### config.mk
export PLATFORM = sky130hd
export DESIGN_NAME = audio_clk_chain
export DESIGN_NICKNAME = d
export VERILOG_FILES = /design/src/rtl/aclk_pkg.sv /design/src/rtl/aclk_run_ctrl.sv /design/src/rtl/aclk_bit_stage.sv /design/src/rtl/aclk_frame_stage.sv /design/src/rtl/audio_clk_chain.sv
export SDC_FILE = /design/constraint.sdc
export NUM_CORES = 1
export LEC_CHECK = 0
export CELL_PAD_IN_SITES_DETAIL_PLACEMENT = 2
export CELL_PAD_IN_SITES_GLOBAL_PLACEMENT = 2
export CORE_MARGIN = 2
export CORE_UTILIZATION = 25
export DETAILED_ROUTE_END_ITERATION = 12
export DONT_BUFFER_PORTS = 1
export GPL_TIMING_DRIVEN = 0
export HOLD_SLACK_MARGIN = 0.06
export PLACE_DENSITY = 0.62
export SETUP_SLACK_MARGIN = 0.15
export SLEW_MARGIN = 20
export SYNTH_ARGS = -nofsm -noshare
export SYNTH_HDL_FRONTEND = slang
export SYNTH_SLANG_ARGS = --single-unit
### constraint.sdc
create_clock -name clk -period 2.1 [get_ports clk]
set_input_delay 0.42 -clock clk [delete_from_list [all_inputs] [get_ports clk]]
set_output_delay 0.42 -clock clk [all_outputs]
set_load 0.005 [all_outputs]
### src/rtl/aclk_pkg.sv
package aclk_pkg;

  // Width of the frame ratio select field.
  localparam int ACLK_FCODE_W = 3;

  // Counter width for a range 0..n-1, never below one bit.
  function automatic int cnt_width(input int n);
    return (n <= 2) ? 1 : $clog2(n);
  endfunction

endpackage

### src/rtl/aclk_run_ctrl.sv
module aclk_run_ctrl (
  input  logic clk,
  input  logic rst,
  input  logic enable,
  input  logic boundary,
  output logic running,
  output logic clear
);

  logic run_q;
  logic start_c;
  logic stop_c;

  // Start from idle at once; stop only at a frame boundary.
  assign start_c = !run_q && enable;
  assign stop_c  = run_q && boundary && !enable;
  assign clear   = start_c || stop_c;
  assign running = run_q;

  always_ff @(posedge clk) begin
    if (rst) begin
      run_q <= 1'b0;
    end else if (start_c) begin
      run_q <= 1'b1;
    end else if (stop_c) begin
      run_q <= 1'b0;
    end
  end

  // once running, the chain stays running until a boundary is seen.
  p_no_early_stop_r6: assert property (@(posedge clk) disable iff (rst)
    (run_q && !boundary) |=> run_q);

endmodule

### src/rtl/aclk_bit_stage.sv
module aclk_bit_stage #(
  parameter int BASE = 2
) (
  input  logic clk,
  input  logic rst,
  input  logic clear,
  input  logic adv,
  input  logic code,
  output logic bclk,
  output logic fall_evt
);

  // Half a bit period is at most BASE master ticks.
  localparam int CW = aclk_pkg::cnt_width(BASE);

  logic [CW-1:0] cnt_q;
  logic          bclk_q;
  logic [CW-1:0] lim;
  logic          term;

  always_comb begin
    lim = CW'(((BASE << code) >> 1) - 1);
  end

  // Comparing with >= keeps a code change mid-run from overrunning the counter.
  assign term     = (cnt_q >= lim);
  assign fall_evt = adv && term && bclk_q;
  assign bclk     = bclk_q;

  always_ff @(posedge clk) begin
    if (rst || clear) begin
      cnt_q  <= '0;
      bclk_q <= 1'b0;
    end else if (adv) begin
      if (term) begin
        cnt_q  <= '0;
        bclk_q <= ~bclk_q;
      end else begin
        cnt_q <= cnt_q + 1'b1;
      end
    end
  end

  // the bit clock holds without a master tick.
  p_hold_no_tick_r9: assert property (@(posedge clk) disable iff (rst)
    (!adv && !clear) |=> $stable(bclk_q));

endmodule

### src/rtl/aclk_frame_stage.sv
module aclk_frame_stage #(
  parameter int BASE   = 32,
  parameter int NCODES = 3,
  parameter int CODE_W = 3
) (
  input  logic              clk,
  input  logic              rst,
  input  logic              clear,
  input  logic              step,
  input  logic [CODE_W-1:0] code,
  output logic              lrclk,
  output logic              fstart,
  output logic              err,
  output logic              boundary
);

  // The largest half-frame, in bit periods, sets the counter width.
  localparam int HMAX = (BASE << (NCODES - 1)) >> 1;
  localparam int LW   = aclk_pkg::cnt_width(HMAX);

  logic [LW-1:0] bcnt_q;
  logic          lr_q;
  logic          fs_q;
  logic          err_q;
  logic          valid;
  logic [LW-1:0] lim;
  logic          term;

  assign valid = (int'(code) < NCODES);

  always_comb begin
    lim = '0;
    if (valid) begin
      lim = LW'(((BASE << code) >> 1) - 1);
    end
  end

  assign term = (bcnt_q >= lim);
  // A boundary is the end of a frame, or any falling bit-clock edge while the code is invalid.
  assign boundary = step && (!valid || (term && lr_q));

  always_ff @(posedge clk) begin
    if (rst || clear) begin
      bcnt_q <= '0;
      lr_q   <= 1'b0;
      fs_q   <= 1'b0;
    end else begin
      fs_q <= 1'b0;
      if (!valid) begin
        bcnt_q <= '0;
        lr_q   <= 1'b0;
      end else if (step) begin
        if (term) begin
          bcnt_q <= '0;
          lr_q   <= ~lr_q;
          fs_q   <= ~lr_q;
        end else begin
          bcnt_q <= bcnt_q + 1'b1;
        end
      end
    end
  end

  always_ff @(posedge clk) begin
    if (rst) begin
      err_q <= 1'b0;
    end else begin
      err_q <= !valid;
    end
  end

  assign lrclk  = lr_q;
  assign fstart = fs_q;
  assign err    = err_q;

  // an unsupported code keeps the frame clock low.
  p_err_lr_low_r7: assert property (@(posedge clk) disable iff (rst)
    err_q |-> !lr_q);

endmodule

### src/rtl/audio_clk_chain.sv
module audio_clk_chain #(
  parameter int BCLK_BASE   = 2,
  parameter int FRAME_BASE  = 32,
  parameter int FRAME_CODES = 3,
  parameter int FCODE_W     = aclk_pkg::ACLK_FCODE_W
) (
  input  logic               clk,
  input  logic               rst,
  input  logic               mclk_en,
  input  logic               enable,
  input  logic               bclk_code,
  input  logic [FCODE_W-1:0] frame_code,
  output logic               bclk,
  output logic               lrclk,
  output logic               frame_start,
  output logic               frame_code_err
);

  logic running;
  logic clear;
  logic boundary;
  logic fall_evt;
  logic adv;
  logic code_ok;

  assign adv     = running && mclk_en;
  assign code_ok = (int'(frame_code) < FRAME_CODES);

  aclk_run_ctrl u_ctrl (
    .clk      (clk),
    .rst      (rst),
    .enable   (enable),
    .boundary (boundary),
    .running  (running),
    .clear    (clear)
  );

  aclk_bit_stage #(.BASE(BCLK_BASE)) u_bit (
    .clk      (clk),
    .rst      (rst),
    .clear    (clear),
    .adv      (adv),
    .code     (bclk_code),
    .bclk     (bclk),
    .fall_evt (fall_evt)
  );

  aclk_frame_stage #(
    .BASE   (FRAME_BASE),
    .NCODES (FRAME_CODES),
    .CODE_W (FCODE_W)
  ) u_frame (
    .clk      (clk),
    .rst      (rst),
    .clear    (clear),
    .step     (fall_evt),
    .code     (frame_code),
    .lrclk    (lrclk),
    .fstart   (frame_start),
    .err      (frame_code_err),
    .boundary (boundary)
  );

  // with the chain idle, both clocks sit low.
  p_idle_low_r6: assert property (@(posedge clk) disable iff (rst)
    !running |-> (!bclk && !lrclk));

  // a frame clock change under a valid code coincides with a falling bit clock.
  p_lr_on_bfall_r4: assert property (@(posedge clk) disable iff (rst)
    (!$stable(lrclk) && $past(code_ok)) |-> $fell(bclk));

  // the strobe matches the frame clock rise exactly.
  p_fs_on_rise_r8: assert property (@(posedge clk) disable iff (rst)
    $rose(lrclk) |-> frame_start);
  p_fs_only_rise_r8: assert property (@(posedge clk) disable iff (rst)
    frame_start |-> ($rose(lrclk) && !bclk));

endmodule

Word-level counts from Yosys, hierarchy flattened
Cells that the tools add are included.
{ "op_classes": {"n_lt_le_gt_ge": 3, "n_bitwise": 5, "n_reduce_logical": 19, "addsub": 4, "n_shift": 2, "muxes": 5} }
{ "op_table": {"columns": ["op", "count"], "rows": [
  ["6-bit 2-to-1 mux", 2],
  ["1-bit logical AND", 8],
  ["6-bit by 3-bit << shifter with 7-bit output (first input constant)", 1],
  ["6-bit by 1-bit adder with 6-bit output (second input constant)", 1],
  ["6-bit >= comparator", 1],
  ["6-bit by 1-bit subtractor with 6-bit output (second input constant)", 1],
  ["1-bit NOT", 5],
  ["2-bit AND reduction", 2],
  ["4-bit OR reduction", 1],
  ["1-bit zero test", 3],
  ["1-bit logical OR", 3],
  ["3-bit by 2-bit less-than comparator with 1-bit output (second input constant)", 1],
  ["1-bit 2-to-1 mux", 3],
  ["2-bit nonzero test", 1],
  ["2-bit OR reduction", 1],
  ["2-bit by 1-bit << shifter with 2-bit output (first input constant)", 1],
  ["1-bit adder (second input constant)", 1],
  ["1-bit >= comparator", 1],
  ["1-bit subtractor (second input constant)", 1]
]} }
{ "totals": {"register_bits": 12, "output_inout_bits": 4} }

Depth between registers and ports, before layout
Gate-level depths: netlist of run 1.
{ "depth": {"word_depth": 12, "mapped_depth": 8, "mapped_depth_nobuf": 7} }

Hierarchy
A second synthesis of run 1 with hierarchy kept.
{ "unflattened": {"hier_cells": 77, "hier_area_um2": 710.7} }
{ "modules_own_cells": {"columns": ["mod", "area_each_um2", "n_inst", "cells_per_inst", "seq_area_each_um2"], "rows": [
  ["aclk_frame_stage", 539.3, 1, 59, 180.2],
  ["aclk_bit_stage", 113.9, 1, 11, 40.0],
  ["aclk_run_ctrl", 51.3, 1, 6, 20.0],
  ["audio_clk_chain", 6.3, 1, 1, 0.0]
]} }

Worst setup path after synthesis of run 1
OpenSTA, ideal clock, no wires.
{ "synth_timing": {"kind": "in2reg", "startpoint": "in frame_code[2]", "endpoint": "reg u_ctrl.run_q, in the netlist u_ctrl.running", "t_required_ns": 1.964, "stages": 6, "arrival_time_ns": 2.041, "setup_slack_ns": -0.077, "setup_time_ns": 0.136, "n_path_buf": 0, "cell_sequence": "or3b_2 ha_1 nand2_1 a2111o_1 a2111oi_0 a211oi_1"} }
{ "synth_between": {"elab_chain_cells": 10, "word_cells_on_any_way": 12, "classes_between": "add/sub (1); order compare (2); shift (1); mux (1); reduce/logical (7)"} }
{ "synth_rtl": {"columns": ["item", "line", "source"], "rows": [
  ["start, declared", "audio_clk_chain.sv:12", "input logic [FCODE_W-1:0] frame_code,"],
  ["6-bit by 3-bit << shifter with 7-bit output", "aclk_frame_stage.sv:34", "lim = LW'(((BASE << code) >> 1) - 1);"],
  ["6-bit by 1-bit subtractor with 6-bit output", "aclk_frame_stage.sv:34", null],
  ["6-bit 2-to-1 mux", "aclk_frame_stage.sv:33", "if (valid) begin"],
  ["6-bit >= comparator", "aclk_frame_stage.sv:38", "assign term = (bcnt_q >= lim);"],
  ["1-bit logical AND", "aclk_frame_stage.sv:40", "assign boundary = step && (!valid || (term && lr_q));"],
  ["1-bit logical OR (*)", "aclk_frame_stage.sv:40", null],
  ["1-bit logical AND (*)", "aclk_frame_stage.sv:40", null],
  ["1-bit logical AND (*) (2 in a row)", "aclk_run_ctrl.sv:16", "assign stop_c = run_q && boundary && !enable;"],
  ["2-bit nonzero test (no line) (*)", null, null],
  ["end signal, assigned", "aclk_run_ctrl.sv:22", "run_q <= 1'b0;"],
  ["end signal, assigned", "aclk_run_ctrl.sv:24", "run_q <= 1'b1;"],
  ["end signal, assigned", "aclk_run_ctrl.sv:26", "run_q <= 1'b0;"],
  ["end, declared", "aclk_run_ctrl.sv:10", "logic run_q;"]
]} }
Every way passes the cells marked *; elsewhere a longest branch is shown, timed or not.
A chain may end at the register's enable or synchronous reset.

Worst setup path after layout of run 1
{ "layout_timing": {"startpoint": "in frame_code[0]", "endpoint": "reg u_frame.lr_q, in the netlist u_frame.lrclk"} }
{ "layout_between": {"elab_chain_cells": 12, "word_cells_on_any_way": 16, "classes_between": "add/sub (1); order compare (2); shift (1); mux (1); bitwise (1); reduce/logical (10)"} }
{ "layout_rtl": {"columns": ["item", "line", "source"], "rows": [
  ["6-bit by 3-bit << shifter with 7-bit output", "aclk_frame_stage.sv:34", null],
  ["6-bit by 1-bit subtractor with 6-bit output", "aclk_frame_stage.sv:34", null],
  ["6-bit 2-to-1 mux", "aclk_frame_stage.sv:33", null],
  ["6-bit >= comparator", "aclk_frame_stage.sv:38", null],
  ["1-bit logical AND", "aclk_frame_stage.sv:40", null],
  ["1-bit logical OR", "aclk_frame_stage.sv:40", null],
  ["1-bit logical AND", "aclk_frame_stage.sv:40", null],
  ["1-bit logical AND (2 in a row)", "aclk_run_ctrl.sv:16", null],
  ["1-bit logical OR", "aclk_run_ctrl.sv:17", "assign clear = start_c || stop_c;"],
  ["1-bit logical OR", "aclk_frame_stage.sv:43", "if (rst || clear) begin"],
  ["2-bit OR reduction (no line)", null, null],
  ["end signal, assigned", "aclk_frame_stage.sv:55", "lr_q <= ~lr_q;"],
  ["end, declared", "aclk_frame_stage.sv:22", "logic lr_q;"]
]} }
Several ways; a longest one is shown, not always the timed one.

==> flow_metrics.py, run 1 <==
metrics = {
    "setup_path": {
        "timing_worst_setup_path_type": "in2reg",
        "critical_path.endpoint_type": "register",
        "worstSetupStartpointType": "input port",
        "reg2reg_slack_ns": 0.36,
        "timing.critical_path.required_ns": 2.32,
        "timing.critical_path.arrival_ns": 2.07,
        "crit_start": "frame_code[0]",
        "timing.critical_path.fanout_max": 4,
        "reg2reg_from": "u_frame.bcnt_q[4]",
    },
    "global_routing": {
        "grt.total_usage": 0.140,
        "largest_net_degree_at_the_start_of_global_routing": 11,
        "antenna_found_initial": 0,
        "first_global_vias": 713,
        "grt_pass1_wl_mm": 3.46,
        "globalRouteOverflowTotal": 0,
    },
    "clocking": {
        "cts_root_buf": "sky130_fd_sc_hd__clkbuf_4",
        "ctsLongestPathBuffers": 2,
        "numCtsBuffers": 3,
        "clk_pin_slew_ns": 0.09,
        "cts.sink_count": 12,
        "cts.htree.levels": 1,
        "clkLatencyLatePin_ns": 0.28,
        "number_of_buffers_added_to_fix_hold_violations_after_cts": 0,
        "cts_tree": "yes",
    },
    "yosys": {
        "synth_edf_count": 0,
        "yosys_register_bits": 12,
        "synth_mux_area_frac": 0.0133,
        "synth_fp_nets": 105,
        "synthXorXnorAreaFrac": 0.0117,
        "synth_flop_cell": "sky130_fd_sc_hd__dfxtp_1",
        "synth.avg_cell_area_um2": 8.25,
        "synth_fa_ha_area_frac": 0.100,
        "post_synth_num_cell_types": 31,
        "largest_family_of_logic_cells_by_synthesized_area": "simple AND/OR/NAND/NOR gates",
        "synth_cells": 91,
        "share_of_async_settable_or_async_resettable_flops_after_synthesis": 0,
        "seq_area_frac_synth": 0.320,
        "synth_area_um2": 751,
        "post_synth_and_or_nand_nor_area_fraction": 0.288,
        "synthesis.yosys.warnings": 0,
        "synth_compound_area_frac": 0.218,
    },
    "floorplanning": {
        "placementRows": 19,
        "top_level_ports": 12,
        "initial_cell_density_of_the_core": 0.268,
        "design.die.area_um2": 3460,
        "die_h_um": 58.8,
        "overall_die_width_um": 58.8,
        "core_um2": 2810,
    },
    "detailed_routing": {
        "mean_routed_wirelength_per_cell_um": 16.1,
        "route.final.wire_length_mm": 2.03,
        "via_per_inst": 5.61,
        "dr_total_vias": 707,
        "drtAntennaViolNets": 0,
        "drc_errors": 0,
        "initialDrtViolationCount": 23,
        "drt_pass1_iterations": 3,
    },
    "layout": {
        "diodes": 0,
        "nNetsFinal": 110,
        "share_of_final_layout_standard_cells_stronger_than_drive_strength_1": 0.168,
        "fill_cells": 334,
        "finalCoreUtilization": 0.307,
        "finished_cell_area_um2": 861,
        "flow.area_growth_from_synthesis_pct": 14.7,
    },
    "power": {
        "total_power_mw": 0.480,
        "power_density_nw_per_um2": 557,
        "ir_worst_vdd_uv": 177,
        "p_leak_nw": 0.288,
    },
    "placement": {
        "postPlaceCellArea_um2": 821,
        "dp_slack_ns": -0.0654,
        "routabilityCongestion": 0.661,
        "dp_hpwl_mm": 1.49,
        "buffer_ports.inserted": 0,
    },
    "timing": {
        "slew_at_the_pin_closest_to_its_max_slew_limit_ns": 0.562,
        "final_hold_violations": 0,
        "grt_setup_unrepaired": "false",
        "report.final.slew_viol_count": 0,
        "report.final.setup_viol": 0,
        "timing.final.crit_period_ns": 1.85,
        "fin_worst_skew_ns": 0.000729,
        "timing.max_slew.rel_slack": 0.624,
        "clock.fmax_mhz": 540,
        "timing.final.crit_share": 0.882,
        "postLayoutSetupSlackWorst_ns": 0.248,
    },
    "hold_path": {
        "min_from": "rst",
        "hp-class": "in2reg",
    },
    "job": {
        "timing.max_cap.violations": 0,
    },
    "run_status": {
        "run_status": "finished, final reports clean",
    },
}
power by group:
part	switching [mW]	leakage [nW]	internal (mW)	total, mW
clock network	0.0928	0.0210	0.106	0.198
logic	0.0277	0.169	0.0198	0.0475
registers	0.00229	0.0974	0.232	0.234
layout by cell type, fill, tap and decap left out, types with 3 or more instances in the layout:
master / count
sky130_fd_sc_hd__nand2_1: 12
sky130_fd_sc_hd__dfxtp_1: 12
sky130_fd_sc_hd__nand4_1: 8
sky130_fd_sc_hd__a21oi_1: 7
sky130_fd_sc_hd__nor2_1: 7
sky130_fd_sc_hd__a31oi_1: 5
sky130_fd_sc_hd__ha_1: 5
sky130_fd_sc_hd__clkbuf_4: 4
sky130_fd_sc_hd__nor3_1: 3
per-layer routing:
metal / up-vias / share of wire / global-route usage
li1: 350 / - / -
met1: 342 / 0.46 / 0.171
met2: 10 / 0.47 / 0.219
met3: 5 / 0.039 / 0.0396
met4: 0 / 0.024 / 0.0779
met5: - / 0 / 0
stage by stage:
stage | hold slack, ns | setup TNS, ns | instances
2_1_floorplan | 0.446 | 0 | 91
3_3_place_gp | 0.471 | -0.132 | 122
3_5_place_dp | 0.469 | -0.264 | 122
4_1_cts | 0.180 | 0 | 126
5_1_grt | 0.174 | 0 | 126
6_report | 0.191 | 0 | 126
final timing paths:
path | endpoint | depth (start not counted)
setup reg to reg | u_frame.lrclk | 5
hold / removal | u_bit.cnt_q | 1
hold reg to reg | u_bit.cnt_q | 2
setup / recovery | u_frame.lrclk | 6
area by class of cell:
cell class              count  area (um2)  area share
multi-input cells          72         499       0.580
flip-flops and latches     12         240       0.279
plain buffers               5        38.8      0.0451
well taps                  31        38.8      0.0451
clock buffers               4        36.3      0.0422
inverters                   2        7.51     0.00872
cells in the mapped netlist (all sizes together) (3+ instances only):
library cell | instances | area, um2
nand2 | 13 | 48.8
nor3 | 3 | 15.0
a31oi | 5 | 31.3
nor2 | 7 | 26.3
dfxtp | 12 | 240
buf | 3 | 21.3
ha | 6 | 75.1
nand4 | 8 | 50.1
a21oi | 8 | 43.8
kinds of logic (layout without fill, tap and decap cells):
kind of cell    after synthesis  after routing
fa+ha+maj                     6              6
buf+inv                       7             11
simple gates                 42             42
compound gates               22             22
xor+xnor                      1              1
flops                        12             12
mux                           1              1
worst max-delay path, stage by stage:
cell	delay, ns
sky130_fd_sc_hd__or3b_4	0.39
sky130_fd_sc_hd__ha_4	0.28
sky130_fd_sc_hd__nand2_2	0.05
sky130_fd_sc_hd__a2111o_1	0.45
sky130_fd_sc_hd__a2111oi_4	0.34
sky130_fd_sc_hd__o21bai_1	0.15
state kept, by name (all words and copies together), names as in the netlist:
register,count
u_frame.err,1
u_bit.cnt_q,1
u_frame.lrclk,1
u_bit.bclk,1
u_frame.fstart,1
u_frame.bcnt_q,6
u_ctrl.running,1
timing repair:
action,CTS,global route
resized for setup,0,3
endpoints found under the hold margin,0,0
setup endpoints to repair,0,4
buffers inserted,0,0
(Power assumes the default switching activity.)
==> run 2, diff against run 1 <==
--- a/config.mk
+++ b/config.mk
@@ -13,7 +13,7 @@
 export DONT_BUFFER_PORTS = 1
 export GPL_TIMING_DRIVEN = 0
 export HOLD_SLACK_MARGIN = 0.06
-export PLACE_DENSITY = 0.62
+export PLACE_DENSITY = 0.6
 export SETUP_SLACK_MARGIN = 0.15
 export SLEW_MARGIN = 20
 export SYNTH_ARGS = -nofsm -noshare
==> constraint.sdc (replaced) <==
create_clock -name clk -period 2.28 [get_ports clk]
set_input_delay 0.456 -clock clk [delete_from_list [all_inputs] [get_ports clk]]
set_output_delay 0.456 -clock clk [all_outputs]
set_load 0.005 [all_outputs]
==> flow_metrics.py, run 2 (synthesized netlist as in run 1, its figures left out) <==
metrics = {
    "timing": {
        "clock.fmax_mhz": 520,
        "timing.final.crit_period_ns": 1.92,
        "grt_setup_unrepaired": "false",
        "timing.setup.tns_ns": 0,
        "final_hold_violations": 0,
        "timing.max_slew.rel_slack": 0.591,
        "report.final.slew_viol_count": 0,
        "fin_worst_skew_ns": 0.000727,
        "report.final.setup_viol": 0,
        "slew_at_the_pin_closest_to_its_max_slew_limit_ns": 0.612,
        "timing.final.crit_share": 0.844,
    },
    "setup_path": {
        "reg2reg_from": "u_frame.bcnt_q[3]",
        "worst_r2r_path_depth": 6,
        "critical_path.endpoint_type": "register",
        "regToRegEndpoint": "u_frame.bcnt_q[3]",
        "worstSetupStartpointType": "input port",
        "timing.critical_path.arrival_ns": 2.13,
        "timing.critical_path.required_ns": 2.49,
        "timing.critical_path.fanout_max": 4,
        "reg2reg_slack_ns": 0.47,
        "timing_worst_setup_path_type": "in2reg",
    },
    "power": {
        "pwr-share-clk": 0.404,
        "p_comb_frac": 0.100,
        "p_leak_nw": 0.287,
        "power_report.internal_total_mw": 0.328,
        "p_seq_frac": 0.495,
        "power_density_nw_per_um2": 509,
        "sw_frac_of_total": 0.247,
        "ir_worst_vdd_uv": 199,
        "total_switching_power_mw": 0.107,
    },
    "detailed_routing": {
        "drtAntennaViolNets": 0,
        "drt_pass1_iterations": 2,
        "route.final.wire_length_mm": 2.21,
        "mean_routed_wirelength_per_cell_um": 17.6,
        "drc_errors": 0,
        "dr_total_vias": 707,
        "via_per_inst": 5.61,
        "initialDrtViolationCount": 9,
    },
    "clocking": {
        "cts.htree.levels": 1,
        "cts.sink_count": 12,
        "clk_pin_slew_ns": 0.08,
        "cts_root_buf": "sky130_fd_sc_hd__clkbuf_4",
        "ctsLongestPathBuffers": 2,
        "clkLatencyLatePin_ns": 0.27,
        "numCtsBuffers": 3,
        "cts_tree": "yes",
    },
    "layout": {
        "final_common_cell": "sky130_fd_sc_hd__nand2_1",
        "layout_common_cells": "13 x sky130_fd_sc_hd__nand2_1, 12 x sky130_fd_sc_hd__dfxtp_1, 8 x sky130_fd_sc_hd__nand4_1, 7 x sky130_fd_sc_hd__a21oi_1, 7 x sky130_fd_sc_hd__nor2_1",
        "area_taken_by_multi_input_logic_gates_um2": 495,
        "registers.top_by_ff_count": "u_frame.bcnt_q",
        "diodes": 0,
        "share_of_final_layout_standard_cells_stronger_than_drive_strength_1": 0.147,
        "nNetsFinal": 110,
        "fill_cells": 340,
        "seqCellArea_um2": 240,
        "largest_register_ff_count": 6,
        "flow.area_growth_from_synthesis_pct": 13.8,
        "final_cell_count_no_fill": 126,
    },
    "global_routing": {
        "grt_pass1_wl_mm": 3.82,
        "largest_net_degree_at_the_start_of_global_routing": 11,
        "grt.total_usage": 0.147,
        "globalRouteOverflowTotal": 0,
        "first_global_vias": 763,
        "antenna_found_initial": 0,
    },
    "floorplanning": {
        "core_um2": 2810,
        "placementRows": 19,
        "die_h_um": 58.8,
        "design.die.area_um2": 3460,
        "overall_die_width_um": 58.8,
        "initial_cell_density_of_the_core": 0.268,
        "top_level_ports": 12,
    },
    "hold_path": {
        "hold_end": "u_ctrl.running",
        "hp-class": "in2reg",
        "min_from": "rst",
        "hold_depth": 1,
    },
    "placement": {
        "routabilityCongestion": 0.723,
        "buffer_ports.inserted": 0,
        "dp_hpwl_mm": 1.63,
        "numPlacedInstances": 122,
    },
    "job": {
        "timing.max_cap.violations": 0,
    },
    "run_status": {
        "run_status": "finished, final reports clean",
    },
}
[run 2: changes by cell type in the layout (fill, tap and decap cells not counted)]
cell / delta
sky130_fd_sc_hd__o21a_1: +1
sky130_fd_sc_hd__clkbuf_2: +1
sky130_fd_sc_hd__o21a_2: -1
sky130_fd_sc_hd__clkbuf_4: -1
sky130_fd_sc_hd__nand2_1: +1
sky130_fd_sc_hd__nand2_2: -1
[run 2: worst max-delay path by stage]
stage               slack [ns]           from                end  depth (start not counted)
floorplan                 0.17  frame_code[2]     u_ctrl.running                          6
global placement        -0.009  frame_code[0]  u_frame.bcnt_q[2]                          8
detailed placement       -0.07  frame_code[0]  u_frame.bcnt_q[3]                          8
CTS                       0.22  frame_code[0]  u_frame.bcnt_q[3]                          8
global route              0.19  frame_code[0]  u_frame.bcnt_q[5]                          8
finish                    0.36  frame_code[2]      u_frame.lrclk                          6
[run 2: layer usage]
metal  vias to the layer above  global-route usage  share of wire  wire length, um
met3                         2              0.0374          0.025               55
met4                         0              0.0292         0.0045               10
met1                       351               0.197           0.47             1040
met5                         -                   0              0                0
met2                         5               0.238           0.50             1110
li1                        349                   -              -                -
[run 2: final cells by class]
cell class | instances | share of cell area
buffer | 5 | 0.0425
clock buffer | 4 | 0.0425
inverter | 2 | 0.00878
multi-input combinational | 72 | 0.580
sequential | 12 | 0.281
tap | 31 | 0.0454
[run 2: power groups by stage]
stage / clock network, mW / registers [mW] / logic, mW
6_report: 0.176 / 0.216 / 0.0437
5_1_grt: 0.198 / 0.216 / 0.0502
4_1_cts: 0.188 / 0.216 / 0.0450
3_5_place_dp: 0 / 0.221 / 0.0444
3_3_place_gp: 0 / 0.220 / 0.0419
2_1_floorplan: 0 / 0.220 / 0.0350
[run 2: critical path: stages]
cell and delay (ns):
sky130_fd_sc_hd__or3b_4 0.39, sky130_fd_sc_hd__ha_4 0.27, sky130_fd_sc_hd__nand2_1 0.06, sky130_fd_sc_hd__a2111o_1 0.46, sky130_fd_sc_hd__a2111oi_4 0.33, sky130_fd_sc_hd__o21bai_1 0.16
[run 2: what timing repair did]
item                                    in CTS  in global routing
setup buffers                                0                  0
gates resized for setup                      0                  2
hold buffers                                 0                  0
endpoints found under the setup margin       0                  7
[run 2: through the flow]
| step | total power [mW] | setup WS [ns] | utilization | area, um2 | hold WS, ns |
|---|---|---|---|---|---|
| floorplan | 0.255 | 0.174 | - | 778 | 0.446 |
| global placement | 0.262 | -0.00934 | 0.291 | 817 | 0.469 |
| detailed placement | 0.265 | -0.0739 | 0.291 | 817 | 0.475 |
| CTS | 0.449 | 0.216 | 0.304 | 853 | 0.229 |
| global route | 0.464 | 0.192 | 0.305 | 855 | 0.235 |
| finish | 0.435 | 0.355 | 0.305 | 855 | 0.242 |
